==> src/rtl/oeplane_pkg.sv <==
package oeplane_pkg;
  // length of the enable pulse for bit plane k, in clock cycles
  function automatic int unsigned plane_len(input int unsigned k, input int unsigned unit);
    return (32'd1 << k) * unit;
  endfunction
endpackage

==> src/rtl/oeplane_weight.sv <==
module oeplane_weight #(
  parameter int PLANES = 8,
  parameter int UNIT_CYC = 2,
  parameter int IDX_W = 3,
  parameter int CNT_W = 9
) (
  input  logic [IDX_W-1:0] idx,
  output logic [CNT_W-1:0] len,
  output logic             in_range
);
  logic [CNT_W-1:0] table_q [PLANES];

  for (genvar g = 0; g < PLANES; g++) begin : g_len
    assign table_q[g] = CNT_W'(oeplane_pkg::plane_len(g, UNIT_CYC));
  end

  always_comb begin
    in_range = (32'(idx) < PLANES);
    len      = '0;
    if (in_range) len = table_q[idx];
  end
endmodule

==> src/rtl/oeplane_timer.sv <==
module oeplane_timer #(
  parameter int CNT_W = 9
) (
  input  logic             clk,
  input  logic             rst_n,
  input  logic             row_start,
  input  logic             len_ok,
  input  logic [CNT_W-1:0] len,
  input  logic             force_off,
  output logic             accept,
  output logic             oe,
  output logic             pulse_done
);
  logic             oe_q;
  logic             end_q;
  logic [CNT_W-1:0] cnt;

  assign accept     = row_start & len_ok & ~oe_q & ~force_off;
  assign oe         = oe_q & ~force_off;
  assign pulse_done = end_q | (oe_q & force_off);

  always_ff @(posedge clk or negedge rst_n) begin
    if (!rst_n) begin
      oe_q  <= 1'b0;
      end_q <= 1'b0;
      cnt   <= '0;
    end else if (force_off) begin
      oe_q  <= 1'b0;
      end_q <= 1'b0;
      cnt   <= '0;
    end else if (accept) begin
      oe_q  <= 1'b1;
      end_q <= 1'b0;
      cnt   <= len;
    end else if (oe_q && cnt == CNT_W'(1)) begin
      oe_q  <= 1'b0;
      end_q <= 1'b1;
      cnt   <= '0;
    end else begin
      end_q <= 1'b0;
      if (oe_q) cnt <= cnt - CNT_W'(1);
    end
  end

  p_kill_clears_r4: assert property (@(posedge clk) disable iff (!rst_n)
    force_off |=> (!oe_q && cnt == '0));

  p_busy_ignores_start_r6: assert property (@(posedge clk) disable iff (!rst_n)
    (oe_q && !force_off && cnt > CNT_W'(1)) |=> (oe_q && cnt == $past(cnt) - CNT_W'(1)));

  p_done_at_fall_r5: assert property (@(posedge clk) disable iff (!rst_n)
    ($fell(oe_q) && !$past(force_off)) |-> end_q);

  p_live_count_r2: assert property (@(posedge clk) disable iff (!rst_n)
    oe_q |-> cnt != '0);
endmodule

==> src/rtl/oeplane_wrap.sv <==
module oeplane_wrap #(
  parameter int PLANES = 8,
  parameter int IDX_W = 3
) (
  input  logic             clk,
  input  logic             rst_n,
  input  logic             accept,
  input  logic [IDX_W-1:0] idx,
  output logic             frame_done
);
  localparam logic [IDX_W-1:0] TOP = IDX_W'(PLANES - 1);

  logic [IDX_W-1:0] last_q;
  logic             frame_q;

  always_ff @(posedge clk or negedge rst_n) begin
    if (!rst_n) begin
      last_q  <= '0;
      frame_q <= 1'b0;
    end else begin
      frame_q <= accept && idx == '0 && last_q == TOP;
      if (accept) last_q <= idx;
    end
  end

  assign frame_done = frame_q;

  p_wrap_after_start_r9: assert property (@(posedge clk) disable iff (!rst_n)
    frame_q |-> ($past(accept) && $past(idx) == '0));

  p_single_cycle_r9: assert property (@(posedge clk) disable iff (!rst_n)
    frame_q |=> !frame_q);
endmodule

==> src/rtl/oeplane_mod.sv <==
module oeplane_mod #(
  parameter int PLANES   = 8,
  parameter int UNIT_CYC = 2,
  parameter int IDX_W    = (PLANES > 1) ? $clog2(PLANES) : 1
) (
  input  logic             clk,
  input  logic             rst_n,
  input  logic             row_start,
  input  logic [IDX_W-1:0] plane_idx,
  input  logic             force_off,
  output logic             oe,
  output logic             pulse_done,
  output logic             frame_done
);
  localparam int MAXLEN = int'(oeplane_pkg::plane_len(PLANES - 1, UNIT_CYC));
  localparam int CNT_W  = $clog2(MAXLEN + 1);

  logic [CNT_W-1:0] len;
  logic             len_ok;
  logic             accept;

  oeplane_weight #(.PLANES(PLANES), .UNIT_CYC(UNIT_CYC), .IDX_W(IDX_W), .CNT_W(CNT_W)) u_weight (
    .idx(plane_idx), .len(len), .in_range(len_ok)
  );

  oeplane_timer #(.CNT_W(CNT_W)) u_timer (
    .clk(clk), .rst_n(rst_n), .row_start(row_start), .len_ok(len_ok), .len(len),
    .force_off(force_off), .accept(accept), .oe(oe), .pulse_done(pulse_done)
  );

  oeplane_wrap #(.PLANES(PLANES), .IDX_W(IDX_W)) u_wrap (
    .clk(clk), .rst_n(rst_n), .accept(accept), .idx(plane_idx), .frame_done(frame_done)
  );

  p_kill_same_cycle_r4: assert property (@(posedge clk) disable iff (!rst_n)
    force_off |-> !oe);
endmodule

==> config.mk <==
export PLATFORM = sky130hd
export DESIGN_NAME = oeplane_mod
export DESIGN_NICKNAME = d
export VERILOG_FILES = /design/src/rtl/oeplane_pkg.sv /design/src/rtl/oeplane_weight.sv /design/src/rtl/oeplane_timer.sv /design/src/rtl/oeplane_wrap.sv /design/src/rtl/oeplane_mod.sv
export SDC_FILE = /design/constraint.sdc
export NUM_CORES = 1
export LEC_CHECK = 0
export CORE_ASPECT_RATIO = 0.75
export CORE_MARGIN = 2
export CORE_UTILIZATION = 47
export DETAILED_ROUTE_END_ITERATION = 6
export PLACE_DENSITY = 0.69
export SYNTH_ARGS = -nofsm -noshare
export SYNTH_HDL_FRONTEND = slang
export SYNTH_SLANG_ARGS = --single-unit
==> constraint.sdc <==
create_clock -name clk -period 2.7 [get_ports clk]
set_input_delay 0.405 -clock clk [delete_from_list [all_inputs] [get_ports clk]]
set_output_delay 0.405 -clock clk [all_outputs]
set_load 0.01 [all_outputs]
==> summary.md <==
| Metric | Value |
|---|---|
| Status | finished clean |
| Adder-cell share of the synthesized area | 2.79% |
| Reg2reg path depth | 4 |
| Final-report setup violation count | 0 |
| Hold Path End | u_wrap.last_q[2] |
| #FFs+latches synth | 15 |
| # fillers | 157 |
| Placed Cells | 127 |
| CTS buffer count | 3 |
| Vias per inst | 6.11 |
| Gate Count Post-Synth | 102 |
| Initial Util | 50.7% |
| Clock sink count | 15 |
| Post-synthesis simple-gate area fraction | 27.6% |
| Mux cell area share after synthesis | 0% |
| Hold WC Path Type | reg -> reg |
| Fin. Hold Viols | 0 |
| Grt total ovfl | 0 |
| Share of cells above drive strength 1 | 7.34% |
| Leak | 0.433 nW |
| RSZ-0062 raised after global routing | false |
| Worst skew pair latency | 0.29 ns |
| Worst slew margin | 53.8% |
| Synth Flop Type | dfrtp_1 |
| Final slew viol count | 0 |
| Synth Area per Inst | 8.81 um^2 |
| Final ANT Viol Nets | 0 |
| Yosys warnings | 0 |
| CP endpoint kind | output port |
| Vias | 801 |
| Global-route wire length before repair | 3280 um |
| Cts hold-fix bufs | 0 |
| Initial antenna violation count | 0 |
| Area after DPL | 985 um^2 |
| CTS root buffer | clkbuf_4 |
| Critical R2R Capture | u_timer.cnt[1] |
| Max Cap Viol | 0 |
| Power per cell area | 591 nW/um^2 |
| Core ar. | 1770 um^2 |
| Die area | 2280 um^2 |
| VDD IR max | 0.000301 V |
| DP Wirelength | 1400 um |
| Xor/xnor share of the synthesized area | 0.975% |
| Post-Syn Area | 898 um^2 |
| Finished Layout Cells | 131 |
| Final WL | 2000 um |
| Clock slew at reported path FFs | 0.08 ns |
| Post-synth net total | 111 |
| Clk buf depth | 2 |
| DRC Markers | 0 |
| Fin crit share | 80.5% |
| Crit path launch | force_off |
| Io pins | 10 |
| EDFF count, synth | 0 |
| Inserted Diodes | 0 |
| Largest net degree at the start of global routing | 18 |
| Number of global-route vias before repair | 692 |
| R2R Path Start | u_timer.oe_q |
| Routed len/inst | 15.3 um |
| Final nets | 119 |
| Post-Layout Inst Area | 1010 um^2 |
| Final worst slack | 0.525 ns |
| Setup repair bufs after CTS | 0 |
| Fmax | 0.460 GHz |
| Sequential fraction of the synthesis area | 41.8% |
| Final min period | 2.17 ns |
| 1st-iter DRT viols | 34 |
| Arrival time worst endpoint | 1.77 ns |
| Hold Path Depth | 2 |
| Critical path class | in -> out |
| Main combinational cell family by area after synthesis | simple AND/OR/NAND/NOR gates |
| Gp weighted congestion | 0.878 |
| Clock Skew | 0.00315 ns |
| CTS tree | done |
| FFs w/ async S/R, synth | 100% |
| Post-Place Setup Slack | 0.311 ns |
| Drt pass-1 iters | 4 |
| Required time of the critical path | 2.30 ns |
| Die H | 41.9 um |
| R2r setup slk | 0.65 ns |
| HP Start | u_wrap.last_q[2] |
| Worst Setup Start Kind | primary input |
| Post-synthesis cell type count | 37 |
| FP Rows | 13 |
| Compound-Gate Fraction of Synth Area | 21.3% |
| Overall Global Routing Usage | 20.1% |
| Setup TNS | 0 ns |
| Slew @ Worst Pin | 0.691 ns |
| Largest driver fanout on the critical path | 11 |
| IO Port Bufs | 9 |
| CTS resizes | 0 |
| H-tree levels | 1 |
| Area Overhead vs Synth | 12.5% |
| Die X | 54.5 um |
-- report_power, final --
part	leakage, nW	internal [mW]	switching (mW)
clock network	0.0150	0.0575	0.0724
registers	0.198	0.255	0.0375
logic	0.220	0.0787	0.0963
-- worst max-delay path by stage --
stage | slack, ns | endpoint | cells past startpoint
final | 0.53 | pulse_done | 3
after global routing | 0.29 | u_timer.cnt[1] | 5
after CTS | 0.53 | pulse_done | 3
after floorplan | 0.87 | u_timer.cnt[2] | 4
after global placement | 0.39 | u_timer.cnt[1] | 5
after detailed placement | 0.31 | u_timer.cnt[1] | 5
-- per-layer routing --
layer / vias up / track usage (%) / wire length, um
met1: 376 / 31.2 / 954
met4: 0 / 5.50 / 0
li1: 390 / - / -
met5: - / 0 / 0
met2: 35 / 25.8 / 872
met3: 0 / 7.55 / 175
-- cell usage after synthesis, types with 2 or more instances --
library cell | number | area share, %
o21ai_0 | 5 | 2.8
nand2_1 | 16 | 6.7
nor2b_1 | 2 | 1.4
nor4_1 | 2 | 1.4
clkbuf_1 | 4 | 1.7
a21oi_1 | 4 | 2.2
nor3_1 | 6 | 3.3
o32ai_1 | 2 | 2.0
nor2_1 | 7 | 2.9
nand2b_1 | 3 | 2.1
or4_4 | 2 | 2.5
a31oi_1 | 3 | 2.1
ha_1 | 2 | 2.8
o211ai_1 | 2 | 1.7
dfrtp_1 | 15 | 42
a22o_1 | 2 | 2.0
inv_1 | 5 | 2.1
-- flip-flops by register name (all words and copies together), names as in the netlist --
| name | cells |
|---|---|
| u_timer.cnt | 9 |
| u_wrap.last_q | 3 |
| u_timer.end_q | 1 |
| u_wrap.frame_done | 1 |
| u_timer.oe_q | 1 |
-- stage by stage --
step,total power [mW],hold slack [ns],utilization [%]
finish,0.597,0.482,57.0
detailed placement,0.467,0.465,55.5
floorplan,0.419,0.109,-
global placement,0.471,0.464,55.5
CTS,0.601,0.488,57.0
global route,0.637,0.505,57.0
-- cell usage in the layout (no fill, tap or decap), drive strengths merged, types with 2 or more instances in the layout --
cell type,count
o21ai,5
or4,3
a31oi,3
nand2,16
dfrtp,15
a22o,2
o32ai,2
nand2b,3
clkdlybuf4s50,9
o211ai,2
ha,2
nor2,7
a21oi,4
nor3,6
inv,5
nor4,2
nor2b,2
clkbuf,4
-- worst max-delay path, cell delays in order --
cell and delay (ns):
clkdlybuf4s50_1 0.67, a21o_1 0.17, clkdlybuf4s50_1 0.52
-- final cells by class --
cell class	count	area (um^2)	share of cell area (%)
clock buffers	4	26.3	2.60
inverters	5	18.8	1.86
multi-input cells	76	473	46.8
flip-flops and latches	15	375	37.1
well taps	22	27.5	2.72
repair buffers	9	90.1	8.91
-- kinds of logic (layout without fill, tap and decap cells) --
logic type,after synthesis,after routing
flops,15,15
xor+xnor,1,1
buf+inv,11,18
simple gates,46,46
fa+ha+maj,2,2
compound gates,27,27
No activity file was read; power rests on OpenSTA's default activity.
